## config.mk

```make
export PLATFORM = sky130hd
export DESIGN_NAME = int_alu
export DESIGN_NICKNAME = d
export VERILOG_FILES = /design/src/rtl/int_alu_pkg.sv /design/src/rtl/int_alu_decode.sv /design/src/rtl/int_alu_slice.sv /design/src/rtl/int_alu_less.sv /design/src/rtl/int_alu.sv
export SDC_FILE = /design/constraint.sdc
export NUM_CORES = 1
export LEC_CHECK = 0
export ABC_AREA = 1
export BUFFER_PORTS_ARGS = -buffer_cell sky130_fd_sc_hd__clkbuf_2
export CAP_MARGIN = 20
export CORE_AREA = 2 2 87 105
export DETAILED_ROUTE_END_ITERATION = 10
export DIE_AREA = 0 0 89 107
export PLACE_DENSITY = 0.8
export SKIP_LAST_GASP = 1
export SLEW_MARGIN = 10
export SYNTH_ARGS = -nofsm -noshare
export SYNTH_HDL_FRONTEND = slang
export SYNTH_HIERARCHICAL = 1
export SYNTH_SLANG_ARGS = --single-unit
```

## constraint.sdc

```tcl
create_clock -name vclk -period 81.6
set_input_delay 16.32 -clock vclk [all_inputs]
set_output_delay 16.32 -clock vclk [all_outputs]
set_load 0.005 [all_outputs]
```

## src/rtl/int_alu_pkg.sv

```systemverilog
// Package: shared widths, operation codes and slice output selector.
// Assumes: codes follow {invert_a, invert_b, select[1:0]}.
package int_alu_pkg;
    localparam int unsigned OP_W = 4;

    localparam logic [OP_W-1:0] OPC_AND = 4'b0000;
    localparam logic [OP_W-1:0] OPC_OR  = 4'b0001;
    localparam logic [OP_W-1:0] OPC_ADD = 4'b0010;
    localparam logic [OP_W-1:0] OPC_SUB = 4'b0110;
    localparam logic [OP_W-1:0] OPC_SLT = 4'b0111;
    localparam logic [OP_W-1:0] OPC_NOR = 4'b1100;

    typedef enum logic [1:0] {
        SEL_AND  = 2'b00,
        SEL_OR   = 2'b01,
        SEL_SUM  = 2'b10,
        SEL_LESS = 2'b11
    } slice_sel_e;
endpackage

```

## src/rtl/int_alu_decode.sv

```systemverilog
// Module: int_alu_decode
// Splits the operation code into input inversions and an output selector,
// and flags codes outside the defined set.
// Assumes: purely combinational; the caller zeroes the result when invalid.
module int_alu_decode
    import int_alu_pkg::*;
(
    input  logic [OP_W-1:0] op_code,
    output logic            inv_a,
    output logic            inv_b,
    output slice_sel_e      sel,
    output logic            op_valid
);
    // Field split: top bits invert, low bits select.
    always_comb begin
        inv_a = op_code[3];
        inv_b = op_code[2];
        sel   = slice_sel_e'(op_code[1:0]);
    end

    // Membership test against the supported codes.
    always_comb begin
        unique case (op_code)
            OPC_AND, OPC_OR, OPC_ADD, OPC_SUB, OPC_SLT, OPC_NOR: op_valid = 1'b1;
            default:                                             op_valid = 1'b0;
        endcase
    end
endmodule

```

## src/rtl/int_alu_slice.sv

```systemverilog
// Module: int_alu_slice
// One bit of the ALU: optional input inversion, AND, OR, full add,
// and a four-way selector that can also pass an external less bit.
// Assumes: the less input is the comparison bit for slice 0 and 0 elsewhere.
module int_alu_slice
    import int_alu_pkg::*;
(
    input  logic       a_bit,
    input  logic       b_bit,
    input  logic       inv_a,
    input  logic       inv_b,
    input  logic       carry_in,
    input  logic       less_in,
    input  slice_sel_e sel,
    output logic       sum_bit,
    output logic       carry_out,
    output logic       res_bit
);
    logic a_eff;
    logic b_eff;

    // Conditional inversion of each operand bit.
    always_comb begin
        a_eff = a_bit ^ inv_a;
        b_eff = b_bit ^ inv_b;
    end

    // Full adder: majority for carry, parity for sum.
    always_comb begin
        sum_bit   = a_eff ^ b_eff ^ carry_in;
        carry_out = (a_eff & b_eff) | (a_eff & carry_in) | (b_eff & carry_in);
    end

    // Output selector.
    always_comb begin
        unique case (sel)
            SEL_AND:  res_bit = a_eff & b_eff;
            SEL_OR:   res_bit = a_eff | b_eff;
            SEL_SUM:  res_bit = sum_bit;
            SEL_LESS: res_bit = less_in;
            default:  res_bit = 1'b0;
        endcase
    end
endmodule

```

## src/rtl/int_alu_less.sv

```systemverilog
// Module: int_alu_less
// Forms the signed less-than bit from the top slice of a subtraction.
// Assumes: msb_sum, msb_cin and msb_cout come from the most significant slice.
module int_alu_less (
    input  logic msb_sum,
    input  logic msb_cin,
    input  logic msb_cout,
    output logic less
);
    logic ovf;

    // Signed overflow, then sign corrected for it.
    always_comb begin
        ovf  = msb_cin ^ msb_cout;
        less = msb_sum ^ ovf;
    end
endmodule

```

## src/rtl/int_alu.sv

```systemverilog
// Module: int_alu (top)
// Ripple chain of WIDTH one-bit slices plus decode, comparison and zero flag.
// Assumes: no clock; outputs settle combinationally from the inputs.
module int_alu
    import int_alu_pkg::*;
#(
    parameter int unsigned WIDTH = 32
) (
    input  logic [WIDTH-1:0] opa,
    input  logic [WIDTH-1:0] opb,
    input  logic [OP_W-1:0]  op_code,
    output logic [WIDTH-1:0] result,
    output logic             zero
);
    localparam int unsigned MSB = WIDTH - 1;

    logic             inv_a;
    logic             inv_b;
    slice_sel_e       sel;
    logic             op_valid;
    logic [WIDTH:0]   carry;
    logic [WIDTH-1:0] sum_w;
    logic [WIDTH-1:0] chain_res;
    logic             less;

    int_alu_decode u_decode (
        .op_code  (op_code),
        .inv_a    (inv_a),
        .inv_b    (inv_b),
        .sel      (sel),
        .op_valid (op_valid)
    );

    // Carry into bit 0 is the b-invert bit, which completes two's complement.
    always_comb carry[0] = inv_b;

    for (genvar i = 0; i < WIDTH; i++) begin : g_slice
        logic less_i;
        if (i == 0) begin : g_lsb
            always_comb less_i = less;
        end else begin : g_upper
            always_comb less_i = 1'b0;
        end
        int_alu_slice u_slice (
            .a_bit     (opa[i]),
            .b_bit     (opb[i]),
            .inv_a     (inv_a),
            .inv_b     (inv_b),
            .carry_in  (carry[i]),
            .less_in   (less_i),
            .sel       (sel),
            .sum_bit   (sum_w[i]),
            .carry_out (carry[i+1]),
            .res_bit   (chain_res[i])
        );
    end

    int_alu_less u_less (
        .msb_sum  (sum_w[MSB]),
        .msb_cin  (carry[MSB]),
        .msb_cout (carry[WIDTH]),
        .less     (less)
    );

    // Undefined codes force zero; flag tracks an all-zero result.
    always_comb begin
        result = op_valid ? chain_res : '0;
        zero   = ~|result;
    end

    // Behavioural cross-checks of the slice chain.
    always_comb begin
        if (op_code == OPC_AND)
            p_and_r1: assert (result == (opa & opb));
        if (op_code == OPC_OR)
            p_or_r2: assert (result == (opa | opb));
        if (op_code == OPC_ADD)
            p_add_wrap_r3: assert (result == WIDTH'(opa + opb));
        if (inv_b && !inv_a)
            p_sub_sum_r4: assert (sum_w == WIDTH'(opa - opb));
        if (op_code == OPC_SLT)
            p_slt_signed_r5_r6: assert (result == WIDTH'($signed(opa) < $signed(opb)));
        if (op_code == OPC_NOR)
            p_nor_r7: assert (result == ~(opa | opb));
        p_zero_flag_r8: assert (zero == (chain_res == '0 || !op_valid));
        if (!(op_code inside {OPC_AND, OPC_OR, OPC_ADD, OPC_SUB, OPC_SLT, OPC_NOR}))
            p_undef_zero_r9: assert (result == '0 && zero);
        if (op_code == OPC_SUB)
            p_eq_flag_r10: assert (zero == (opa == opb));
    end
endmodule

```

* Word-level counts from Yosys, hierarchy flattened *
Cells that the tools add are included.

word-level totals
  logic and storage cells = 369
  input port bits = 68
  output and inout bits = 33
  register bits = 0

operators by class
  eq/ne operators = 8
  reductions and logical operators = 5
  bitwise logic cells = 322
  muxes and demuxes = 34

operators by type and width
  kind                                                              number
  1-bit XOR                                                         130
  1-bit one-hot mux with 4 select lines                             32
  1-bit AND                                                         96
  1-bit OR                                                          96
  32-bit 2-to-1 mux                                                 1
  32-bit OR reduction                                               1
  4-bit by 3-bit == test with 1-bit output (second input constant)  2
  6-bit OR reduction                                                1
  2-bit == test (second input constant)                             2
  4-bit by 1-bit == test with 1-bit output (second input constant)  1
  4-bit by 2-bit == test with 1-bit output (second input constant)  1
  4-bit == test (second input constant)                             1
  4-bit logical NOT                                                 1
  2-bit by 1-bit == test with 1-bit output (second input constant)  1
  2-bit logical NOT                                                 1
  1-bit logical NOT                                                 1
  1-bit 2-to-1 mux                                                  1

* Longest topological paths before layout *
  word-level depth = 103
  depth in mapped cells = 112
  gate-level depth less buffers = 111

* Hierarchy *
The synthesis kept the hierarchy.

modules (own cells, without submodules)
  module          instances  sequential area each (µm²)  cells an instance  area each (µm²)
  int_alu_slice   32         0.0                         21                 125.1
  int_alu         1          0.0                         97                 434.2
  int_alu_decode  1          0.0                         15                 73.8
  int_alu_less    1          0.0                         9                  35.0

* Worst setup path before layout *
Ideal clock, no wire load.

  path type = input-to-output
  start = in op_code[3]
  end = out zero
  data required time = 65280 ps
  slack = 31512 ps
  arrival = 33768 ps
  buffers on the path = 1
  stages on the path = 109
  path through = buf_4 > xor2_1 > inv_1 > fa_1 > inv_1 > inv_1 > fa_1 > inv_1 > inv_1 > fa_1 > inv_1 > inv_1 > fa_1 > inv_1 > inv_1 > fa_1 > inv_1 > inv_1 > [... 73 more ...] > inv_1 > inv_1 > fa_1 > inv_1 > inv_1 > fa_1 > inv_1 > nand3_1 > nand2_1 > inv_1 > nand2_1 > nand3_1 > nand2_1 > o21ai_0 > nand2_1 > nor2_1 > nand2_1 > nor2_2

RTL lines
  what                                       line                 text
  start: declaration                         int_alu.sv:11        input logic [OP_W-1:0] op_code,
  1-bit XOR (*)                              int_alu_slice.sv:24  a_eff = a_bit ^ inv_a;
  1-bit AND                                  int_alu_slice.sv:31  carry_out = (a_eff & b_eff) | (a_eff & carry_in) | (b_eff & carry_in);
  1-bit OR (*) (2 in series)                 int_alu_slice.sv:31
  net carry[1]                               int_alu.sv:21        logic [WIDTH:0] carry;
  1-bit AND                                  int_alu_slice.sv:31
  1-bit OR                                   int_alu_slice.sv:31
  1-bit OR (*)                               int_alu_slice.sv:31
  net carry[2]                               int_alu.sv:21
  [... 3 more ...]                           -
  net carry[3]                               int_alu.sv:21
  [... 3 more ...]                           -
  net carry[4]                               int_alu.sv:21
  [... 3 more ...]                           -
  net carry[5]                               int_alu.sv:21
  [... 3 more ...]                           -
  net carry[6]                               int_alu.sv:21
  [... 3 more ...]                           -
  net carry[7]                               int_alu.sv:21
  [... 3 more ...]                           -
  net carry[8]                               int_alu.sv:21
  [... 3 more ...]                           -
  net carry[9]                               int_alu.sv:21
  [... 3 more ...]                           -
  net carry[10]                              int_alu.sv:21
  [... 3 more ...]                           -
  net carry[11]                              int_alu.sv:21
  [... 3 more ...]                           -
  net carry[12]                              int_alu.sv:21
  [... 3 more ...]                           -
  net carry[13]                              int_alu.sv:21
  [... 3 more ...]                           -
  net carry[14]                              int_alu.sv:21
  [... 3 more ...]                           -
  net carry[15]                              int_alu.sv:21
  [... 3 more ...]                           -
  net carry[16]                              int_alu.sv:21
  [... 3 more ...]                           -
  net carry[17]                              int_alu.sv:21
  [... 3 more ...]                           -
  net carry[18]                              int_alu.sv:21
  [... 3 more ...]                           -
  net carry[19]                              int_alu.sv:21
  [... 3 more ...]                           -
  net carry[20]                              int_alu.sv:21
  [... 3 more ...]                           -
  net carry[21]                              int_alu.sv:21
  [... 3 more ...]                           -
  net carry[22]                              int_alu.sv:21
  [... 3 more ...]                           -
  net carry[23]                              int_alu.sv:21
  [... 3 more ...]                           -
  net carry[24]                              int_alu.sv:21
  [... 3 more ...]                           -
  net carry[25]                              int_alu.sv:21
  [... 3 more ...]                           -
  net carry[26]                              int_alu.sv:21
  [... 3 more ...]                           -
  net carry[27]                              int_alu.sv:21
  [... 3 more ...]                           -
  net carry[28]                              int_alu.sv:21
  [... 3 more ...]                           -
  net carry[29]                              int_alu.sv:21
  [... 3 more ...]                           -
  net carry[30]                              int_alu.sv:21
  [... 3 more ...]                           -
  net carry[31]                              int_alu.sv:21
  [... 1 more ...]                           -
  net sum_w[31]                              int_alu.sv:22        logic [WIDTH-1:0] sum_w;
  1-bit XOR (*)                              int_alu_less.sv:15   less = msb_sum ^ ovf;
  net g_slice[0].less_i                      int_alu.sv:38        logic less_i;
  1-bit one-hot mux with 4 select lines (*)  int_alu_slice.sv:36  unique case (sel)
  net chain_res[0]                           int_alu.sv:23        logic [WIDTH-1:0] chain_res;
  32-bit 2-to-1 mux (*)                      int_alu.sv:67        result = op_valid ? chain_res : '0;
  32-bit OR reduction (*)                    int_alu.sv:68        zero = ~|result;
  1-bit logical NOT (*)                      int_alu.sv:68
  end: declaration                           int_alu.sv:13        output logic zero

The timed path passes the listed nets; every way through them passes the cells marked *.

* Worst setup path in the final report *
  start = in op_code[3]
  end = out zero

between the ends
  cells in the longest elaborated chain, start to end = 103

RTL lines
  what                                       line                 text
  1-bit XOR (*)                              int_alu_slice.sv:24
  1-bit AND                                  int_alu_slice.sv:31
  1-bit OR (*) (2 in series)                 int_alu_slice.sv:31
  net carry[1]                               int_alu.sv:21
  1-bit AND                                  int_alu_slice.sv:31
  1-bit OR                                   int_alu_slice.sv:31
  1-bit OR (*)                               int_alu_slice.sv:31
  net carry[2]                               int_alu.sv:21
  [... 3 more ...]                           -
  net carry[3]                               int_alu.sv:21
  [... 3 more ...]                           -
  net carry[4]                               int_alu.sv:21
  [... 3 more ...]                           -
  net carry[5]                               int_alu.sv:21
  [... 3 more ...]                           -
  net carry[6]                               int_alu.sv:21
  [... 3 more ...]                           -
  net carry[7]                               int_alu.sv:21
  [... 3 more ...]                           -
  net carry[8]                               int_alu.sv:21
  [... 3 more ...]                           -
  net carry[9]                               int_alu.sv:21
  [... 3 more ...]                           -
  net carry[10]                              int_alu.sv:21
  [... 3 more ...]                           -
  net carry[11]                              int_alu.sv:21
  [... 3 more ...]                           -
  net carry[12]                              int_alu.sv:21
  [... 3 more ...]                           -
  net carry[13]                              int_alu.sv:21
  [... 3 more ...]                           -
  net carry[14]                              int_alu.sv:21
  [... 3 more ...]                           -
  net carry[15]                              int_alu.sv:21
  [... 3 more ...]                           -
  net carry[16]                              int_alu.sv:21
  [... 3 more ...]                           -
  net carry[17]                              int_alu.sv:21
  [... 3 more ...]                           -
  net carry[18]                              int_alu.sv:21
  [... 3 more ...]                           -
  net carry[19]                              int_alu.sv:21
  [... 3 more ...]                           -
  net carry[20]                              int_alu.sv:21
  [... 3 more ...]                           -
  net carry[21]                              int_alu.sv:21
  [... 3 more ...]                           -
  net carry[22]                              int_alu.sv:21
  [... 3 more ...]                           -
  net carry[23]                              int_alu.sv:21
  [... 3 more ...]                           -
  net carry[24]                              int_alu.sv:21
  [... 3 more ...]                           -
  net carry[25]                              int_alu.sv:21
  [... 3 more ...]                           -
  net carry[26]                              int_alu.sv:21
  [... 3 more ...]                           -
  net carry[27]                              int_alu.sv:21
  [... 3 more ...]                           -
  net carry[28]                              int_alu.sv:21
  [... 3 more ...]                           -
  net carry[29]                              int_alu.sv:21
  [... 3 more ...]                           -
  net carry[30]                              int_alu.sv:21
  [... 3 more ...]                           -
  net carry[31]                              int_alu.sv:21
  [... 3 more ...]                           -
  net carry[32]                              int_alu.sv:21
  1-bit XOR (*)                              int_alu_less.sv:14   ovf = msb_cin ^ msb_cout;
  1-bit XOR (*)                              int_alu_less.sv:15
  net g_slice[0].less_i                      int_alu.sv:38
  1-bit one-hot mux with 4 select lines (*)  int_alu_slice.sv:36
  net chain_res[0]                           int_alu.sv:23
  32-bit 2-to-1 mux (*)                      int_alu.sv:67
  32-bit OR reduction (*)                    int_alu.sv:68
  1-bit logical NOT (*)                      int_alu.sv:68

Marks and branches as above.

==> out/qor.yml <==
outcome:
  status: "completed"
min_path:
  min_path_type: "input port to primary output"
pwr:
  power_frac_clock_pct: 0
  power.leakage_nw: 3.61
  p_comb_share_pct: 100.0
  powerDensity_nw_per_um2: 6.97
  pwr-share-seq_pct: 0
  sw_frac_of_total_pct: 60.3
  p_int_uw: 14.3
  power_switching_uw: 21.7
  p_total_uw: 36.0
  ir_worst_vdd_v: 0.00000366
route:
  route.detailed.drc: 0
  dr_wl_met2_um: 4450
  vias: 4112
  totalWireLength_um: 8240
  maxUsedRoutingLayer: "met4"
  drtPass1Iterations: 4
  met1_length_um: 3540
  drt_iter0_drc: 78
  ant_nets: 0
  via_per_inst: 4.09
  wl_per_cell_um: 8.20
  dr_wl_met3_um: 162
placed_design:
  port_buffers: 101
  globalplace.congestion: 0.802
  place_area_sq_um: 5160
  pre_cts_ws_ps: 30180
  dp_hpwl_um: 6590
setup_path:
  max_stage_delay_ps: 470
  path_class: "input port to primary output"
  cp_common_cell: "inv_1"
  endpoint: "zero"
  path_max_fanout: 34
  crit_path_start_kind: "input port"
  crit_path_end_kind: "primary output"
  crit_required_ps: 65280
  cp_slowest_cell: "buf_4"
  worstPathArrival_ps: 34980
  critPathLaunch: "op_code[3]"
job:
  max-cap-violations: 0
cells_and_area:
  nets: 1054
  clkbuf_count: 0
  n_antenna_cell: 0
  seq_cells: 0
  seqCellArea_sq_um: 0
  drive_above_1_share_pct: 12.8
  areaGrowthSynthToFinish_pct: 16.4
  final_common_cell: "inv_1"
  layout_common_cells: "inv_1, nand2_1, clkbuf_2, nand3_1, ha_1"
  fin_util_pct: 60.6
  postLayoutCellArea_sq_um: 5160
die:
  core.rowCount: 37
  die_w_um: 89
  initial_utilization_pct: 52.0
  die-area_sq_um: 9520
  die_y_um: 107
  io_pins: 101
  core_sq_um: 8520
clock_tree:
  cts_resized: 0
  cts_setup_buffers: 0
  hold_buffers: 0
logic_synthesis:
  yosys_warnings: 6
  syn_inst: 762
  netlist_area_sq_um: 4430
  avgSynthCellArea_sq_um: 5.81
global_route:
  antenna_found_initial: 0
  grt_use_total_pct: 18.0
  grt_max_degree: 98
  first_global_vias: 3644
  grt_pass1_wl_um: 14600
  grt_overflow: 0
timing:
  drv_slew: 0
  setup_viol: 0
  maxClockFrequency_ghz: 0.0195
  hold_viol_final: 0
  rsz0062_at_grt: "no"
  worst_slack_ps: 30300
  fin_crit_ps: 51300
  finalSetupTns_ps: 0
  worstMarginPinSlew_ps: 989
  slew_headroom_pct: 33.9
  fin_crit_sh_pct: 62.9
==> critical path, delay by kind of cell <==
family                   cells  cell delay (ps)
adder cells (fa/ha/maj)     32            13040
buffers and inverters       69             4410
XOR/XNOR                     1              260
AND/OR/NAND/NOR             11              810
AO/OA/AOI/OAI                1              140
==> metal layers <==
metal | vias up | GRT usage [%]
li1 | 2290 | -
met1 | 1768 | 21.0
met2 | 48 | 36.8
met3 | 6 | 0.0770
met4 | 0 | 1.71
met5 | - | 0
==> worst min-delay path by stage <==
| stage | from | endpoint | slack [ps] | cells past startpoint |
|---|---|---|---|---|
| floorplan | op_code[3] | result[18] | 32990 | 6 |
| global placement | opa[27] | result[27] | 33380 | 10 |
| detailed placement | opa[24] | result[24] | 33380 | 10 |
| CTS | opa[24] | result[24] | 33380 | 10 |
| global route | opa[14] | result[14] | 33460 | 10 |
| finish | opa[29] | result[29] | 33370 | 10 |
==> metrics by stage <==
stage	hold slack (ps)	instances
global placement	33380	1005
global route	33460	1005
detailed placement	33380	1005
floorplan	32990	792
CTS	33380	1005
finish	33370	1005
==> power by group through the flow <==
stage               combinational [mW]  sequential (mW)  clock (mW)
floorplan                       0.0277                0           0
global placement                0.0355                0           0
detailed placement              0.0366                0           0
CTS                             0.0367                0           0
global route                    0.0431                0           0
finish                          0.0360                0           0
==> area by class of cell <==
class,count,area [sq um]
fill,902,3360
inverter,296,1110
multi-input combinational,487,3370
tap,117,146
timing repair buffer,105,536
Power figures use the tool's default switching activity.
